`src/rtl/cal_pkg.sv`:
```
package cal_pkg;

    localparam logic [3:0] A_SEC  = 4'd0;
    localparam logic [3:0] A_MIN  = 4'd1;
    localparam logic [3:0] A_HOUR = 4'd2;
    localparam logic [3:0] A_DOW  = 4'd3;
    localparam logic [3:0] A_DATE = 4'd4;
    localparam logic [3:0] A_MON  = 4'd5;
    localparam logic [3:0] A_YEAR = 4'd6;
    localparam logic [3:0] A_CENT = 4'd7;
    localparam logic [3:0] A_CTRL = 4'd8;

    typedef struct packed {
        logic [7:0] cent;
        logic [7:0] year;
        logic       run;
        logic [4:0] month;
        logic [5:0] date;
        logic [2:0] dow;
        logic [5:0] hour;
        logic [6:0] min;
        logic [6:0] sec;
    } cal_time_t;

    localparam cal_time_t TIME_RESET = '{
        cent: 8'h20, year: 8'h00, run: 1'b1, month: 5'h01,
        date: 6'h01, dow: 3'd1, hour: 6'h00, min: 7'h00, sec: 7'h00
    };

    // Packed BCD increment of a two-digit value.
    function automatic logic [7:0] bcd_inc(input logic [7:0] v);
        if (v[3:0] == 4'h9) return {v[7:4] + 4'h1, 4'h0};
        return {v[7:4], v[3:0] + 4'h1};
    endfunction

    // Divisible by four for a BCD year: even tens need 0/4/8, odd tens need 2/6.
    function automatic logic leap_year(input logic [7:0] y);
        if (y[4]) return (y[3:0] == 4'h2) || (y[3:0] == 4'h6);
        return (y[3:0] == 4'h0) || (y[3:0] == 4'h4) || (y[3:0] == 4'h8);
    endfunction

    function automatic logic [5:0] month_last(input logic [4:0] m, input logic [7:0] y);
        case (m)
            5'h02:                      return leap_year(y) ? 6'h29 : 6'h28;
            5'h04, 5'h06, 5'h09, 5'h11: return 6'h30;
            default:                    return 6'h31;
        endcase
    endfunction

    function automatic cal_time_t put_field(input cal_time_t t, input logic [3:0] a,
                                            input logic [7:0] d);
        cal_time_t r;
        r = t;
        case (a)
            A_SEC:   r.sec   = d[6:0];
            A_MIN:   r.min   = d[6:0];
            A_HOUR:  r.hour  = d[5:0];
            A_DOW:   r.dow   = d[2:0];
            A_DATE:  r.date  = d[5:0];
            A_MON:   begin r.run = d[7]; r.month = d[4:0]; end
            A_YEAR:  r.year  = d;
            A_CENT:  r.cent  = d;
            default: r = t;
        endcase
        return r;
    endfunction

endpackage

```
`src/rtl/cal_prescaler.sv`:
```
module cal_prescaler #(
    parameter int TICKS_PER_SEC = 32768
) (
    input  logic clk,
    input  logic rst_n,
    input  logic osc_tick,
    input  logic run,
    input  logic clear,
    output logic sec_pulse
);
    localparam int CW = (TICKS_PER_SEC > 1) ? $clog2(TICKS_PER_SEC) : 1;
    localparam logic [CW-1:0] LAST = CW'(TICKS_PER_SEC - 1);

    logic [CW-1:0] cnt_d, cnt_q;

    always_comb begin
        sec_pulse = run && osc_tick && (cnt_q == LAST);
        cnt_d     = cnt_q;
        if (clear) begin
            cnt_d = '0;
        end else if (run && osc_tick) begin
            cnt_d = (cnt_q == LAST) ? '0 : cnt_q + 1'b1;
        end
    end

    always_ff @(posedge clk) begin
        if (!rst_n) cnt_q <= '0;
        else        cnt_q <= cnt_d;
    end

    // the count never passes the divisor
    p_count_in_range_r2: assert property (@(posedge clk) disable iff (!rst_n)
        cnt_q <= LAST);

    // a stopped prescaler does not move unless cleared
    p_stopped_hold_r8: assert property (@(posedge clk) disable iff (!rst_n)
        (!run && !clear) |=> $stable(cnt_q));

endmodule

```
`src/rtl/cal_advance.sv`:
```
module cal_advance
    import cal_pkg::*;
(
    input  cal_time_t cur,
    output cal_time_t nxt
);
    logic [7:0] sec_i, min_i, hour_i, date_i, mon_i, year_i, cent_i;
    logic [5:0] last_day;

    always_comb begin
        sec_i    = bcd_inc({1'b0, cur.sec});
        min_i    = bcd_inc({1'b0, cur.min});
        hour_i   = bcd_inc({2'b0, cur.hour});
        date_i   = bcd_inc({2'b0, cur.date});
        mon_i    = bcd_inc({3'b0, cur.month});
        year_i   = bcd_inc(cur.year);
        cent_i   = bcd_inc(cur.cent);
        last_day = month_last(cur.month, cur.year);

        nxt = cur;
        if (cur.sec != 7'h59) begin
            nxt.sec = sec_i[6:0];
        end else begin
            nxt.sec = 7'h00;
            if (cur.min != 7'h59) begin
                nxt.min = min_i[6:0];
            end else begin
                nxt.min = 7'h00;
                if (cur.hour != 6'h23) begin
                    nxt.hour = hour_i[5:0];
                end else begin
                    nxt.hour = 6'h00;
                    nxt.dow  = (cur.dow == 3'd7) ? 3'd1 : cur.dow + 3'd1;
                    if (cur.date != last_day) begin
                        nxt.date = date_i[5:0];
                    end else begin
                        nxt.date = 6'h01;
                        if (cur.month != 5'h12) begin
                            nxt.month = mon_i[4:0];
                        end else begin
                            nxt.month = 5'h01;
                            if (cur.year != 8'h99) begin
                                nxt.year = year_i;
                            end else begin
                                nxt.year = 8'h00;
                                nxt.cent = (cur.cent == 8'h99) ? 8'h00 : cent_i;
                            end
                        end
                    end
                end
            end
        end
    end

endmodule

```
`src/rtl/cal_host_regs.sv`:
```
module cal_host_regs
    import cal_pkg::*;
(
    input  logic       clk,
    input  logic       rst_n,
    input  logic       sec_pulse,
    input  cal_time_t  adv,
    input  logic [3:0] addr,
    input  logic       wr_en,
    input  logic [7:0] wr_data,
    output cal_time_t  int_time,
    output logic       presc_clear,
    output logic [7:0] rd_data
);
    typedef struct packed {
        cal_time_t int_t;
        cal_time_t ext_t;
        logic      freeze;
        logic      dirty;
    } regs_t;

    regs_t st_d, st_q;
    logic  time_wr, ctl_wr;

    assign time_wr = wr_en && (addr <= A_CENT);
    assign ctl_wr  = wr_en && (addr == A_CTRL);

    // Prescaler restarts on a direct load or on a load from the frozen copy.
    assign presc_clear = (time_wr && !st_q.freeze) ||
                         (ctl_wr && !wr_data[0] && st_q.freeze && st_q.dirty);

    always_comb begin
        st_d = st_q;
        if (sec_pulse) st_d.int_t = adv;
        if (!st_q.freeze) begin
            if (time_wr) st_d.int_t = put_field(st_q.int_t, addr, wr_data);
            if (ctl_wr && wr_data[0]) begin
                st_d.freeze = 1'b1;
                st_d.dirty  = 1'b0;
            end
            st_d.ext_t = st_d.int_t;
        end else begin
            if (time_wr) begin
                st_d.ext_t = put_field(st_q.ext_t, addr, wr_data);
                st_d.dirty = 1'b1;
            end
            if (ctl_wr && !wr_data[0]) begin
                st_d.freeze = 1'b0;
                st_d.dirty  = 1'b0;
                if (st_q.dirty) st_d.int_t = st_q.ext_t;
                st_d.ext_t = st_d.int_t;
            end
        end
    end

    always_ff @(posedge clk) begin
        if (!rst_n) begin
            st_q.int_t  <= TIME_RESET;
            st_q.ext_t  <= TIME_RESET;
            st_q.freeze <= 1'b0;
            st_q.dirty  <= 1'b0;
        end else begin
            st_q <= st_d;
        end
    end

    assign int_time = st_q.int_t;

    always_comb begin
        case (addr)
            A_SEC:   rd_data = {1'b0, st_q.ext_t.sec};
            A_MIN:   rd_data = {1'b0, st_q.ext_t.min};
            A_HOUR:  rd_data = {2'b0, st_q.ext_t.hour};
            A_DOW:   rd_data = {5'b0, st_q.ext_t.dow};
            A_DATE:  rd_data = {2'b0, st_q.ext_t.date};
            A_MON:   rd_data = {st_q.ext_t.run, 2'b0, st_q.ext_t.month};
            A_YEAR:  rd_data = st_q.ext_t.year;
            A_CENT:  rd_data = st_q.ext_t.cent;
            A_CTRL:  rd_data = {7'b0, st_q.freeze};
            default: rd_data = 8'h00;
        endcase
    end

    // a frozen visible copy holds while the host does not write
    p_frozen_hold_r9: assert property (@(posedge clk) disable iff (!rst_n)
        (st_q.freeze && !wr_en) |=> $stable(st_q.ext_t));

    // the internal copy keeps counting while frozen
    p_counts_frozen_r9: assert property (@(posedge clk) disable iff (!rst_n)
        (st_q.freeze && sec_pulse && !wr_en) |=> (st_q.int_t != $past(st_q.int_t)));

    // unfrozen, both copies agree
    p_mirror_r11: assert property (@(posedge clk) disable iff (!rst_n)
        !st_q.freeze |-> (st_q.ext_t == st_q.int_t));

    // unfreeze after writes loads the visible copy into the internal copy
    p_unfreeze_load_r10: assert property (@(posedge clk) disable iff (!rst_n)
        (st_q.freeze && st_q.dirty && ctl_wr && !wr_data[0])
        |=> (st_q.int_t == $past(st_q.ext_t)));

    // hours stay within the 24-hour range
    p_hour_range_r3: assert property (@(posedge clk) disable iff (!rst_n)
        st_q.int_t.hour <= 6'h23);

    // day of week never reads zero
    p_dow_range_r4: assert property (@(posedge clk) disable iff (!rst_n)
        st_q.int_t.dow != 3'd0);

endmodule

```
`src/rtl/bcd_calendar_clock.sv`:
```
module bcd_calendar_clock
    import cal_pkg::*;
#(
    parameter int TICKS_PER_SEC = 32768
) (
    input  logic       clk,
    input  logic       rst_n,
    input  logic       osc_tick,
    input  logic [3:0] addr,
    input  logic       wr_en,
    input  logic [7:0] wr_data,
    output logic [7:0] rd_data
);
    cal_time_t int_time, adv_time;
    logic      sec_pulse, presc_clear;

    cal_prescaler #(.TICKS_PER_SEC(TICKS_PER_SEC)) u_presc (
        .clk       (clk),
        .rst_n     (rst_n),
        .osc_tick  (osc_tick),
        .run       (int_time.run),
        .clear     (presc_clear),
        .sec_pulse (sec_pulse)
    );

    cal_advance u_adv (
        .cur (int_time),
        .nxt (adv_time)
    );

    cal_host_regs u_regs (
        .clk         (clk),
        .rst_n       (rst_n),
        .sec_pulse   (sec_pulse),
        .adv         (adv_time),
        .addr        (addr),
        .wr_en       (wr_en),
        .wr_data     (wr_data),
        .int_time    (int_time),
        .presc_clear (presc_clear),
        .rd_data     (rd_data)
    );

endmodule

```
`config.mk`:
```
export PLATFORM = sky130hd
export DESIGN_NAME = bcd_calendar_clock
export DESIGN_NICKNAME = d
export VERILOG_FILES = /design/src/rtl/cal_pkg.sv /design/src/rtl/cal_prescaler.sv /design/src/rtl/cal_advance.sv /design/src/rtl/cal_host_regs.sv /design/src/rtl/bcd_calendar_clock.sv
export SDC_FILE = /design/constraint.sdc
export NUM_CORES = 1
export LEC_CHECK = 0
export CAP_MARGIN = 0
export CORE_MARGIN = 8
export CORE_UTILIZATION = 64
export CTS_CLUSTER_DIAMETER = 60
export DETAILED_ROUTE_END_ITERATION = 12
export PLACE_DENSITY = 0.85
export SLEW_MARGIN = 20
export SYNTH_ARGS = -nofsm -noshare
export SYNTH_HDL_FRONTEND = slang
export SYNTH_HIERARCHICAL = 1
export SYNTH_SLANG_ARGS = --single-unit
```
`constraint.sdc`:
```
create_clock -name clk -period 4.1 [get_ports clk]
set_clock_uncertainty 0.1 [all_clocks]
set_input_delay 0.82 -clock clk [delete_from_list [all_inputs] [get_ports clk]]
set_output_delay 0.82 -clock clk [all_outputs]
set_load 0.02 [all_outputs]
```
==> impl_metrics.env <==
export IMPL_cts_resized=0
export IMPL_power_density_mw_per_mm2=319
export IMPL_hold_violations=0
export IMPL_synth_enable_flop_cells=0
export IMPL_p_switching_uw=924
export IMPL_pre_cts_slack_ns=0.219
export IMPL_maxCapViolCount=0
export IMPL_p_leak_uw=0.00361
export IMPL_num_fill_cells=1200
export IMPL_worst_slack_ns=0.154
export IMPL_p_int_uw=2370
export IMPL_worst_slew_pin_slew_ns=0.803
export IMPL_slew_violations=0
export IMPL_finalSetupTns_ns=0
export IMPL_drive_above_1_share_pct=10.9
export IMPL_crit_required_ns=3.18
export IMPL_slew_headroom_pct=46.5
export IMPL_antenna_found_initial=0
export IMPL_syn_inst=1232
export IMPL_rsz0062_at_grt="false"
export IMPL_dieHeight_um=139
export IMPL_ctsHoldBuffers=0
export IMPL_p_total_uw=3290
export IMPL_post_route_period_util_pct=96.2
export IMPL_power_share_switching_pct=28.1
export IMPL_nNetsFinal=1199
export IMPL_die_area_mm2=0.0194
export IMPL_worst_path_max_delay_cell="clkdlybuf4s50_1"
export IMPL_place_detailed_hpwl_um=19800
export IMPL_endpoint_kind="output port"
export IMPL_start_util_pct=64.6
export IMPL_path_clk_slew_ns=0.05
export IMPL_final_common_cell="dfxtp_1"
export IMPL_grt_start_max_net_pins=69
export IMPL_cts_htree_levels=4
export IMPL_std_cell_rows=45
export IMPL_crit_fanout=14
export IMPL_cts_tree="built"
export IMPL_critPathLaunchType="input pin"
export IMPL_cp_cell_sequence="clkdlybuf4s50_1 -> buf_12 -> and4b_1 -> buf_4 -> a22oi_1 -> nand3_1 -> clkdlybuf4s50_1"
export IMPL_grt_pass1_vias=8940
export IMPL_worstPathArrival_ns=3.03
export IMPL_yosys_area_top_type="dfxtp_1"
export IMPL_grt_pass1_wl_um=46900
export IMPL_place_inst=1332
export IMPL_clkPwrFrac_pct=44.2
export IMPL_drt_wl_total_um=29400
export IMPL_cts_sinks=119
export IMPL_synth_area_leaders="dfxtp_1 25%, mux2i_1 10%, o21ai_0 5.2%, a21oi_1 4.8%, buf_4 4.5%"
export IMPL_portBuffers=23
export IMPL_syn_to_final_growth_pct=6.14
export IMPL_setup_viol=0
export IMPL_status="finished clean"
export IMPL_postSynthNetCount=1268
export IMPL_via_per_inst=7.08
export IMPL_rr_worst_depth=10
export IMPL_ys_seq_elements=119
export IMPL_fmax_mhz=253
export IMPL_fp_dieW_um=139
export IMPL_seqPwrFrac_pct=40.2
export IMPL_utilization_pct=68.6
export IMPL_cp_slowest_stage_delay_ns=0.64
export IMPL_ant_nets=0
export IMPL_avgSynthCellArea_um2=7.88
export IMPL_clock_latency_ns=0.42
export IMPL_yosysUniqueCellTypes=78
export IMPL_syn_cell_area_mm2=0.00971
export IMPL_core_mm2=0.0150
export IMPL_grt_ovfl_total=0
export IMPL_hold_class="reg -> reg"
export IMPL_combPwrFrac_pct=15.6
export IMPL_vias=9663
export IMPL_netlist_area_leader_share_pct=24.5
export IMPL_period_minus_slack_ns=3.95
export IMPL_max_vdd_ir_drop_mv=0.325
export IMPL_drt_first_pass_iters=9
export IMPL_timing_critical_path_mode_cell="clkdlybuf4s50_1"
export IMPL_mostFrequentLayoutCells="117 x dfxtp_1, 101 x o21ai_0, 98 x nand2_1"
export IMPL_postCtsSetupBuffers=0
export IMPL_n_antenna_cell=0
export IMPL_synthArstFlopShare_pct=0
export IMPL_place_gp_congestion=0.952
export IMPL_instances_no_fill=1364
export IMPL_ys_warn_count=6
export IMPL_numCtsBuffers=17
export IMPL_drt_iter0_markers=1482
export IMPL_clock_path_buffers=2
export IMPL_grt_usage_pct=29.5
export IMPL_drc=0
export IMPL_clockRootBuffer="clkbuf_16"
export IMPL_wl_per_cell_um=21.6
export IMPL_critPathKind="in -> out"
export IMPL_ys_flop_type="dfxtp_1"
export IMPL_synth_yosys_seq_area_share_pct=24.5
export IMPL_ios=24
export IMPL_holdPathStages=2
final timing paths:
path / startpoint / end / slack, ns
max: addr[2] / rd_data[5] / 0.15
min: u_presc/cnt_q[13] / u_presc/cnt_q[13] / 0.44
min reg2reg: u_presc/cnt_q[13] / u_presc/cnt_q[13] / 0.44
max reg2reg: u_regs/int_time[30] / u_regs/st_q[51] / 0.29
state kept, by name, indices dropped and copies added, names as in the netlist, named ones only:
name             cells
u_regs/st_q         52
u_regs/int_time     51
u_presc/cnt_q       15
power by group through the flow:
stage               Combinational [uW]  Sequential (uW)  Clock (uW)
detailed placement                 495             1340           0
global placement                   478             1340           0
global route                       557             1330        1510
floorplan                          432             1290           0
finish                             515             1320        1450
CTS                                502             1320        1460
logic make-up (layout without fill, tap and decap cells):
family                   count (synthesis)  in the layout  synth area share [%]
AO/OA/AOI/OAI                          393            393                  25.9
adder cells (fa/ha/maj)                 20             20                  2.58
multiplexers                           105            105                  10.9
AND/OR/NAND/NOR                        391            391                  24.0
flip-flops                             119            119                  24.5
XOR/XNOR                                25             25                  2.25
buffers and inverters                  179            123                  9.82
critical path, delay by kind of cell:
kind | cells | cell delay, ns
AOI/OAI and AO/OA | 1 | 0.06
and+or+nand+nor | 2 | 0.52
buffers and inverters | 4 | 1.61
metrics by stage:
step | hold WS, ns | instance area [um^2]
after floorplan | 0.389 | 9710
after global placement | 0.412 | 9740
after detailed placement | 0.419 | 9740
after CTS | 0.436 | 10300
after global routing | 0.461 | 10300
final | 0.436 | 10300
Yosys cell counts, types with 7 or more instances:
| library cell | number |
|---|---|
| nor3b_1 | 47 |
| buf_4 | 58 |
| o21ai_1 | 12 |
| a221o_1 | 9 |
| a22oi_1 | 53 |
| ha_1 | 20 |
| a21oi_1 | 94 |
| nand3b_1 | 7 |
| or4_1 | 8 |
| nand2b_1 | 49 |
| xor2_1 | 11 |
| dfxtp_1 | 119 |
| nor4_2 | 7 |
| o21ai_0 | 101 |
| mux2i_1 | 97 |
| nor3_1 | 18 |
| nand3_1 | 24 |
| clkbuf_1 | 58 |
| nand2_1 | 98 |
| buf_2 | 38 |
| nor2b_1 | 7 |
| nor2_2 | 10 |
| o21a_1 | 11 |
| nor2_1 | 51 |
| a31oi_1 | 42 |
| nand4_1 | 9 |
| a22o_1 | 7 |
| xnor2_1 | 14 |
| o31ai_1 | 7 |
| inv_1 | 21 |
| and3_1 | 7 |
cell type report:
type,count,area [um^2],share of cell area [%]
Multi-Input combinational cell,934,6400,62.1
Sequential cell,119,2380,23.1
Timing Repair Buffer,69,641,6.21
Clock buffer,22,464,4.50
Tap cell,188,235,2.28
Clock inverter,10,103,0.995
Inverter,22,82.6,0.801
metal layers:
metal	up-vias	global-route usage, %	wire length (um)
met1	4546	35.9	11800
met3	135	6.33	2870
met2	586	46.9	13200
li1	4396	-	-
met5	-	0	0
met4	0	18.3	1550
(Power assumes the default switching activity.)
